$ cat src/rtl/fb_pkg.sv
package fb_pkg;

    parameter int unsigned FB_NUM_COLS = 16;
    parameter int unsigned FB_ROWS     = 16;
    parameter int unsigned FB_OPC_W    = 5;
    parameter int unsigned FB_DST_W    = 5;
    parameter int unsigned FB_DRAW_OPC = 19;

    localparam int unsigned FB_IDX_W = $clog2(FB_NUM_COLS);

    function automatic int unsigned fb_col_lsb(input int unsigned col, input int unsigned rows);
        return col * rows;
    endfunction

endpackage

$ cat src/rtl/fb_draw_decode.sv
module fb_draw_decode #(
    parameter int unsigned OPC_W    = 5,
    parameter int unsigned DRAW_OPC = 19,
    parameter int unsigned DST_W    = 5,
    parameter int unsigned NUM_COLS = 16
) (
    input  logic [OPC_W-1:0]    opcode,
    input  logic [DST_W-1:0]    dst_field,
    output logic [NUM_COLS-1:0] col_sel
);
    localparam int unsigned IDX_W = $clog2(NUM_COLS);
    localparam logic [OPC_W-1:0] DRAW_CODE = OPC_W'(DRAW_OPC);

    logic             draw_hit;
    logic [IDX_W-1:0] dst_idx;

    assign draw_hit = (opcode == DRAW_CODE);
    assign dst_idx  = dst_field[IDX_W-1:0];

    for (genvar c = 0; c < NUM_COLS; c++) begin : g_sel
        assign col_sel[c] = draw_hit && (dst_idx == IDX_W'(c));
    end

endmodule

$ cat src/rtl/fb_col_store.sv
module fb_col_store #(
    parameter int unsigned NUM_COLS = 16,
    parameter int unsigned ROWS     = 16
) (
    input  logic                     clk,
    input  logic                     rst,
    input  logic [NUM_COLS-1:0]      col_sel,
    input  logic [ROWS-1:0]          wr_word,
    output logic [NUM_COLS*ROWS-1:0] flat
);
    typedef struct packed {
        logic [NUM_COLS-1:0][ROWS-1:0] cols;
    } store_t;

    store_t store_d, store_q;

    always_comb begin
        store_d = store_q;
        if (rst) begin
            store_d.cols = '0;
        end else begin
            for (int c = 0; c < NUM_COLS; c++) begin
                if (col_sel[c]) begin
                    store_d.cols[c] = wr_word;
                end
            end
        end
    end

    always_ff @(posedge clk) begin
        store_q <= store_d;
    end

    assign flat = store_q.cols;

endmodule

$ cat src/rtl/fb_scan_mux.sv
module fb_scan_mux #(
    parameter int unsigned NUM_COLS = 16,
    parameter int unsigned ROWS     = 16
) (
    input  logic [NUM_COLS*ROWS-1:0]     flat,
    input  logic [$clog2(NUM_COLS)-1:0]  scan_idx,
    output logic [ROWS-1:0]              scan_col
);
    always_comb begin
        scan_col = '0;
        for (int c = 0; c < NUM_COLS; c++) begin
            if (scan_idx == $bits(scan_idx)'(c)) begin
                scan_col = flat[c*ROWS +: ROWS];
            end
        end
    end

endmodule

$ cat src/rtl/col_framebuf.sv
module col_framebuf
    import fb_pkg::*;
#(
    parameter int unsigned NUM_COLS = FB_NUM_COLS,
    parameter int unsigned ROWS     = FB_ROWS,
    parameter int unsigned OPC_W    = FB_OPC_W,
    parameter int unsigned DST_W    = FB_DST_W,
    parameter int unsigned DRAW_OPC = FB_DRAW_OPC,
    localparam int unsigned IDX_W   = $clog2(NUM_COLS),
    localparam int unsigned FLAT_W  = NUM_COLS * ROWS
) (
    input  logic              clk,
    input  logic              rst,
    input  logic [OPC_W-1:0]  opcode,
    input  logic [ROWS-1:0]   src_word,
    input  logic [DST_W-1:0]  dst_field,
    input  logic [IDX_W-1:0]  scan_idx,
    output logic [ROWS-1:0]   scan_col,
    output logic [FLAT_W-1:0] pic_flat
);
    logic [NUM_COLS-1:0] col_sel;

    fb_draw_decode #(
        .OPC_W    (OPC_W),
        .DRAW_OPC (DRAW_OPC),
        .DST_W    (DST_W),
        .NUM_COLS (NUM_COLS)
    ) u_decode (
        .opcode    (opcode),
        .dst_field (dst_field),
        .col_sel   (col_sel)
    );

    fb_col_store #(
        .NUM_COLS (NUM_COLS),
        .ROWS     (ROWS)
    ) u_store (
        .clk     (clk),
        .rst     (rst),
        .col_sel (col_sel),
        .wr_word (src_word),
        .flat    (pic_flat)
    );

    fb_scan_mux #(
        .NUM_COLS (NUM_COLS),
        .ROWS     (ROWS)
    ) u_scan (
        .flat     (pic_flat),
        .scan_idx (scan_idx),
        .scan_col (scan_col)
    );

endmodule

$ cat config.mk
export PLATFORM = sky130hd
export DESIGN_NAME = col_framebuf
export DESIGN_NICKNAME = d
export VERILOG_FILES = /design/src/rtl/fb_pkg.sv /design/src/rtl/fb_draw_decode.sv /design/src/rtl/fb_col_store.sv /design/src/rtl/fb_scan_mux.sv /design/src/rtl/col_framebuf.sv
export SDC_FILE = /design/constraint.sdc
export NUM_CORES = 1
export LEC_CHECK = 0
export BUFFER_PORTS_ARGS = -buffer_cell sky130_fd_sc_hd__buf_2
export CAP_MARGIN = 20
export CORE_UTILIZATION = 50
export DETAILED_ROUTE_END_ITERATION = 16
export GPL_TIMING_DRIVEN = 0
export PLACE_DENSITY_LB_ADDON = 0.1
export RECOVER_POWER = 100
export SETUP_SLACK_MARGIN = 0.1
export SLEW_MARGIN = 20
export SYNTH_ARGS = -nofsm -noshare
export SYNTH_HDL_FRONTEND = slang
export SYNTH_SLANG_ARGS = --single-unit
$ cat constraint.sdc
create_clock -name clk -period 1.8 [get_ports clk]
set_input_delay 0 -clock clk [delete_from_list [all_inputs] [get_ports clk]]
set_output_delay 0 -clock clk [all_outputs]
set_load 0.01 [all_outputs]
[Word-level counts from Yosys, hierarchy flattened]
Index checks and enable logic that the tools add are counted.
Word-level totals
  logic and storage cells: 81
  register bits: 256
  output and inout bits: 272
  input port bits: 32
Cells by class
  equality and inequality tests: 31
  reductions and logical operators: 18
  mux-type cells: 16
Operators by type and width (count)
  $mux 16: 16
  $eq 4x4->1 const B: 16
  $eq 4x3->1 const B: 8
  $eq 4x2->1 const B: 4
  $logic_and 1x1->1: 16
  $eq 4x1->1 const B: 2
  $logic_not 4->1: 2
  $eq 5x5->1 const B: 1

[Longest topological paths before layout]
Gate-level depths: netlist of the first run.
  depth after elaboration: 17
  mapped depth: 8
  mapped depth without buffers: 5

[Cells and area by module]
A second synthesis of the first run with hierarchy kept.
Second synthesis, totals
  cells, all modules: 1223
  area total of the unflattened synthesis: 12258.0 µm²
By module, submodules not included
  fb_col_store: area each 9435.3 µm², seq. area each 5124.9 µm², times used 1, cells each 844
  fb_scan_mux: area each 2592.5 µm², seq. area each 0.0 µm², times used 1, cells each 354
  fb_draw_decode: area each 230.2 µm², seq. area each 0.0 µm², times used 1, cells each 25

[Worst setup path before layout of the first run]
OpenSTA, ideal clock, no wires.
  path kind: input to register
  start: in opcode[2]
  end: reg u_store.store_q (netlist bit u_store.flat[101])
  arrival time: 1.415 ns
  stages on the path: 7
  setup time: 0.132 ns
  data required time: 1.668 ns
  slack: 0.253 ns
  path buffers: 2
  cells stage by stage: and4bb_2 > nand3_4 > or4b_1 > buf_2 > buf_6 > nand2_1 > a21oi_1
On the way
  word-level cells in the longest chain between the ends: 2
RTL lines
  from (decl): RTL line col_framebuf.sv:14  | input logic [OPC_W-1:0] opcode,
  $eq 5x5->1: RTL line fb_draw_decode.sv:17  | assign draw_hit = (opcode == DRAW_CODE);
  $logic_and 1x1->1: RTL line fb_draw_decode.sv:21  | assign col_sel[c] = draw_hit && (dst_idx == IDX_W'(c));
  to (signal assigned): RTL line fb_col_store.sv:31  | store_q <= store_d;
  to (decl): RTL line fb_col_store.sv:15  | store_t store_d, store_q;
Every way passes these cells.
A chain may end at the register's enable or synchronous reset.

[Worst setup path after layout of the first run]
  start: reg u_store.store_q (netlist bit u_store.flat[24])
  end: out scan_col[8]
On the way
  word-level cells in the longest chain between the ends: 15
RTL lines
  $mux 16 (15 in a row): RTL line fb_scan_mux.sv:12  | if (scan_idx == $bits(scan_idx)'(c)) begin
  to (decl): RTL line col_framebuf.sv:18  | output logic [ROWS-1:0] scan_col,
Every way passes these cells.

==> results of run 1 <==
[per-stage QoR]
stage	util, %	instances	TNS (ns)	hold WS (ns)	instance area, µm²
CTS	66.4	2076	-1.75	0.00312	15200
floorplan	-	1386	0	0.140	11800
finish	65.6	2080	-2.60	-0.000286	15000
global placement	59.8	1998	-31.21	0.325	13700
global route	65.6	2080	-7.57	0.0477	15000
detailed placement	59.8	1998	-33.06	0.331	13700
[synth_stat cells, types with 7 or more instances]
master	number	area share, %
o2bb2ai_1	7	0.52
a221oi_1	9	0.67
mux2i_1	143	12
o22ai_1	18	0.96
a22oi_1	8	0.51
o21ai_0	63	2.7
dfxtp_1	256	44
a31oi_1	8	0.43
clkbuf_1	81	2.6
mux4_2	17	3.3
nand2_1	278	8.9
nor2b_1	9	0.48
o221ai_1	8	0.60
mux2_2	14	1.3
nor2_1	159	5.1
buf_2	31	1.3
a21oi_1	166	7.1
a21o_1	7	0.45
[repair_timing]
action                                  4_1_cts  5_1_grt
pin swaps                                    24       14
gates resized for setup                     127       53
hold buffers                                 17        0
endpoints found under the setup margin       16       20
hold endpoints to repair                    102        0
setup buffers                                11        4
cloned                                        0        0
[power by group]
| group | switching, W | total (W) | internal (W) |
|---|---|---|---|
| Clock | 0.00247 | 0.00621 | 0.00374 |
| Combinational | 0.000864 | 0.00119 | 0.000327 |
| Sequential | 0.00000748 | 0.00568 | 0.00567 |
| Total | 0.00334 | 0.0131 | 0.00974 |
[cells in the final DEF, fill, tap and decap left out, types with 6 or more instances in the layout]
master / synthesis / final
clkbuf_1: 81 / 293
nand2_1: 278 / 277
dfxtp_1: 256 / 244
a21oi_1: 166 / 164
nor2_1: 159 / 156
mux2i_1: 143 / 142
buf_2: 31 / 81
o21ai_0: 63 / 48
buf_4: 5 / 34
clkbuf_16: 0 / 29
clkbuf_2: 0 / 20
mux4_2: 17 / 17
dlygate4sd3_1: 0 / 17
mux2_2: 14 / 13
o22ai_1: 18 / 13
dfxtp_2: 0 / 10
clkbuf_4: 0 / 9
o21ai_1: 0 / 9
clkinv_2: 0 / 8
a22oi_1: 8 / 8
o2bb2ai_1: 7 / 7
a21o_1: 7 / 7
nand3_1: 6 / 7
buf_6: 5 / 6
nor2b_1: 9 / 6
a2bb2oi_1: 6 / 6
o21ai_2: 0 / 6
clkbuf_8: 0 / 6
[critical path, delay by kind of cell, from the launching register on]
kind | cells | cell delay [ns]
compound gates | 4 | 0.96
flops | 1 | 0.34
buf+inv | 1 | 0.17
[kinds of logic (layout without fill, tap and decap cells)]
group	count (synthesis)	count (layout)	synth area share (%)
multiplexers	174	174	16.7
AO/OA/AOI/OAI	331	331	16.6
buffers and inverters	130	511	4.95
AND/OR/NAND/NOR	495	495	18.2
flip-flops	256	256	43.5
[layout make-up]
| type | count | share of cell area, % |
|---|---|---|
| Buffer | 126 | 4.38 |
| Clock buffer | 39 | 5.49 |
| Clock inverter | 11 | 1.06 |
| Inverter | 4 | 0.117 |
| Multi-Input combinational cell | 1000 | 42.0 |
| Sequential cell | 256 | 34.3 |
| Tap cell | 313 | 2.61 |
| Timing Repair Buffer | 331 | 9.99 |
[worst max-delay path by stage]
stage,startpoint,end,slack [ns],cells past startpoint
2_1_floorplan,opcode[2],u_store.flat[101],0.25,7
3_3_place_gp,scan_idx[0],scan_col[5],-0.95,9
3_5_place_dp,scan_idx[0],scan_col[5],-0.96,9
4_1_cts,u_store.flat[186],scan_col[10],-0.20,5
5_1_grt,u_store.flat[57],scan_col[9],-0.23,6
6_report,u_store.flat[24],scan_col[8],-0.23,5
[per-layer routing]
layer	up-vias	part of all wire, %	routed length [µm]	global-route usage [%]
li1	5556	-	-	-
met2	1005	45	24000	67.0
met5	-	0	0	0
met4	0	4.8	2610	22.5
met1	6086	38	20400	56.5
met3	201	13	6950	11.6
==> summary.md, run 1 <==
| Metric | Value |
|---|---|
| Synth cell types | 59 |
| Worst vdd ir | between 0.0007 and 0.0008 V |
| Hold EP | u_store.flat[67] |
| CP Capture Type | output pin |
| Failing checks | hold timing, setup timing |
| Routed Antenna Nets | 0 |
| Netlist Area Pre-Place | around 12,000 µm² |
| Cell count after synthesis | between 1,000 and 1,500 |
| Share of layout cells above drive strength 1 | around 17% |
| Rel. slew slack | between 20% and 30% |
| Clk root buf | clkbuf_16 |
| Critical path class | flop to output pin |
| ANT cells | 0 |
| Hold Vio Cnt, Final | 1 |
| Die height | 155 µm |
| 1st-pass router iterations | 8 |
| Worst-skew pair later-pin latency | 0.56 ns |
| Leakage | 5.66 nW |
| Fillers | 2,139 |
| Tmin final | slightly above 2 ns |
| Synth Area per Inst | ~8.5 µm² |
| Final Wtd Congestion | 0.964 |
| Largest net degree at the start of global routing | 14 |
| Post-synth EDFFs | 0 |
| Clock Path Buffers | 3 |
| Yosys reg bits | approximately 260 |
| Initial Util | 51.5% |
| Worst Skew | 0 ns |
| Run status | complete, but fails checks |
| Routed WL per cell | between 20 and 30 µm |
| Max cap viols | 0 |
| Max Transition Viols Final | 0 |
| Post-Syn Nets | between 1,000 and 1,500 |
| Crit path max-delay cell type | dfxtp_2 |
| Core ar. | 22,800 µm² |
| Antenna violations before repair | 0 |
| PortBufs | roughly 300 |
| Post-synth ARST share | 0% |
| Crit path DAT | just over 2 ns |
| Vias in the first global route | ~12,000 |
| Worst-case reg-to-reg path depth | 2 |
| # setup viols final | 32 |
| Nets | 1,779 |
| Crit Path Max Fanout | 3 |
| Rows | 55 |
| Hpwl dp | slightly below 40,000 µm |
| Hold_ws | -0.000286 ns |
| Die area | about 24,000 µm² |
| Sequential area share after synthesis | a little over two fifths |
| R2r startpoint | u_store.flat[248] |
| CTS tree | yes |
| Register area | ~5100 µm² |
| Die W | around 160 µm |
| Type of origin of the critical path | flop |
| Layout Area Growth over Synthesis | 27.3% |
| Post-Route WL | roughly 54,000 µm |
| Critical-path cell list | a222oi_1, o221ai_1, a31oi_1, o221ai_2, buf_2 |
| Final cycle utilization of the critical path | 113% |
| Worst path required time | around 1.8 ns |
| Worst-path clk slew | around 0.07 ns |
| Reg2reg end | u_store.flat[248] |
| Sink Count | between 200 and 300 |
| Via-per-instance ratio | a little over 6 |
| First-pass GRT wire length | ~77,000 µm |
| DR vias | between 10,000 and 15,000 |
| Initial DRC Count | 1,579 |
| GR Overflow Total | 0 |
| GRT Resource Usage Total | 43.7% |
| Fin worst setup slack | -0.234 ns |
| Hold Path Class | input pin to flop |
| Multi-input logic area | between 6000 and 7000 µm² |
| Max reg flops | 256 |
| Dpl ws | -0.964 ns |
| CP max stage delay | 0.34 ns |
| Worst-margin pin slew | around 1.1 ns |
| Io pins | between 300 and 400 |
| Unrepaired setup endpoints after global routing | true |
| F_max | between 0.4 and 0.5 GHz |
| Ys flop type | dfxtp_1 |
| DRC violations left | 0 |
| CTS Buf Count | 28 |
| Hold Crit Start | dst_field[0] |
| H-tree depth | 1 |
| Worst Hold Depth | 5 |
| Cell area power density | approximately 870 nW/µm² |
| R2R setup slack | 1.01 ns |
| Tot Pwr | around 0.013 W |
| Synth warnings | 0 |
(Power assumes the default switching activity.)
==> run 2, diff against run 1 <==
CORE_UTILIZATION = 40   (was 50)
==> run 2 against run 1 <==
  * The flow finishes with violations (setup timing)
  * Critical path depth is the same
  * Design area rose by 3.8%
  * Count of clock-buffer cells in the layout up 4
  * Flip-flop and latch count stayed put
  * Critical endpoint unchanged
==> summary.md, run 2 (same netlist as run 1, synthesis figures left out) <==
| Metric | Value |
|---|---|
| Run status | complete, but fails checks |
| Failing checks | setup timing |
| Worst path required time | 1.80 ns (about the same) |
| Most frequent cells in the layout | buf_2 (285), nand2_1 (277), dfxtp_1 (229) |
| Crit Path Max Fanout | 3 (unchanged) |
| Fin util | 53.9% (-12 points) |
| Worst-path clk slew | 0.06 ns (about the same) |
| CTS tree | yes |
| Vias in the first global route | 11,652 (-0.50%) |
| Rows | 62 (+13%) |
| Share of layout cells above drive strength 1 | 29.4% (+13 points) |
| Tmin final | 2.07 ns (+0.0396 ns) |
| Critical path class | flop to output pin |
| Die height | 174 µm (+12%) |
| Multi-input logic area | 6390 µm² (+1.5%) |
| Final cycle utilization of the critical path | 115% (+2.2 points) |
| GRT Resource Usage Total | 35.9% (-7.8 points) |
| Worst vdd ir | 0.000739 V (-0.69%) |
| Commonest non-fill, non-tap cell in the layout | buf_2 |
| Hpwl dp | 40,900 µm (+6.0%) |
| Hold Path Class | input pin to flop |
| CP Capture Type | output pin |
| CP max stage delay | 0.34 ns (about the same) |
| Hold Vio Cnt, Final | 0 (-1) |
| DP Area | 13,800 µm² (+0.65%) |
| Register area | 5170 µm² (+0.51%) |
| Final Wtd Congestion | 0.965 (about the same) |
| GR Overflow Total | 0 (unchanged) |
| Max Transition Viols Final | 0 (unchanged) |
| Rel. slew slack | 33.7% (+5.4 points) |
| Fin worst setup slack | -0.274 ns (-0.0396 ns) |
| Sink Count | 256 (unchanged) |
| Worst-margin pin slew | 0.995 ns (-0.0768 ns) |
| Cell area power density | 845 nW/µm² (-3.1%) |
| Worst-skew pair later-pin latency | 0.55 ns (about the same) |
| H-tree depth | 1 (unchanged) |
| CTS Buf Count | 29 (+3.6%) |
| DR vias | 12,788 (-0.47%) |
| Layout Area Growth over Synthesis | 32.1% |
| Initial Util | 40.8% (-11 points) |
| Initial DRC Count | 1,369 (-13%) |
| Via-per-instance ratio | 5.91 (-4.3%) |
| Crit path max-delay cell type | dfxtp_2 |
| Leakage | 6.60 nW (+17%) |
| Die W | 174 µm (+12%) |
| Largest net degree at the start of global routing | 15 (+1) |
| Post-Route WL | 56,400 µm (+4.4%) |
| Clk root buf | clkbuf_16 |
| Unrepaired setup endpoints after global routing | true |
| Fin area | 15,600 µm² (+3.8%) |
| Fillers | 2,820 (+32%) |
| Crit path DAT | 2.07 ns (+0.04 ns) |
| Max reg flops | 256 (unchanged) |
| Max cap viols | 0 (unchanged) |
| Routed WL per cell | 26.1 µm (+0.38%) |
| Antenna violations before repair | 1 (+1) |
| First-pass GRT wire length | 79,500 µm (+3.4%) |
| Routed Antenna Nets | 0 (unchanged) |
| Core ar. | 28,900 µm² (+26%) |
| Io pins | 304 (unchanged) |
| # setup viols final | 16 (-50%) |
| 1st-pass router iterations | 5 (-3) |
| DRC violations left | 0 (unchanged) |
| Type of origin of the critical path | flop |
| Clock Path Buffers | 3 (unchanged) |
| PortBufs | 299 (unchanged) |
| F_max | 0.482 GHz (-1.9%) |
| Die area | 30,100 µm² (+25%) |
| Critical-path cell list | a222oi_1, o221ai_1, a31oi_1, o221ai_2, buf_2 |
| Nets | 1,787 (+0.45%) |
| Worst Skew | 0 ns (unchanged) |
run 2: cell count changes in the layout (fill, tap and decap cells not counted), sizes merged:
cell         previous run  this run
bufinv                  4         3
diode                   0         1
clkbuf                357       155
dlygate4sd3            17        23
buf                   122       329
inv                     2         3
run 2: path summary, 6_finish.rpt:
kind                  endpoint               from  depth (start not counted)  slack [ns]
max reg2reg  u_store.flat[217]  u_store.flat[217]                          2        0.98
min           u_store.flat[97]          opcode[4]                          5        0.04
min reg2reg    u_store.flat[1]    u_store.flat[1]                          2        0.47
max                scan_col[8]   u_store.flat[40]                          5       -0.27
run 2: per-stage QoR:
stage	cells	total power, W	setup TNS (ns)	hold slack [ns]	setup WS, ns
floorplan	1386	0.00633	0	0.140	0.253
global placement	2069	0.00682	-30.26	0.337	-1.03
detailed placement	2069	0.00682	-33.82	0.339	-1.04
CTS	2158	0.0130	-1.99	0.0145	-0.212
global route	2162	0.0134	-2.77	0.0534	-0.314
finish	2163	0.0131	-2.41	0.0369	-0.274
run 2: final cells by class:
cell class	instances	area share (%)
multi-input combinational	1000	41.1
clock buffer	43	5.58
inverter	4	0.113
tap	384	3.09
buffer	126	4.38
clock inverter	11	0.861
timing repair buffer	338	11.6
antenna	1	0.0161
sequential	256	33.2
run 2: power by group:
group          total [W]  internal (W)  switching [W]
Combinational    0.00123      0.000342       0.000884
Sequential       0.00567       0.00566     0.00000770
Clock            0.00625       0.00375        0.00250
run 2: repair_timing:
| action | 4_1_cts | 5_1_grt |
|---|---|---|
| hold buffers | 23 | 0 |
| endpoints found under the hold margin | 105 | 0 |
| resized for setup | 133 | 50 |
| setup buffers | 12 | 4 |
| setup endpoints to repair | 16 | 16 |
| pin swaps | 26 | 13 |
run 2: critical path, delay by kind of cell (launching register included):
| kind | cells | cell delay [ns] |
|---|---|---|
| AOI/OAI and AO/OA | 4 | 1.01 |
| DFF | 1 | 0.34 |
| buffers and inverters | 1 | 0.18 |
run 2: routing by layer:
metal | track usage [%] | share of wire, % | up-vias
met1 | 48.4 | 41 | 6190
met5 | 0 | 0 | -
met2 | 55.6 | 44 | 889
met4 | 14.0 | 3.9 | 0
li1 | - | - | 5563
met3 | 8.20 | 11 | 146
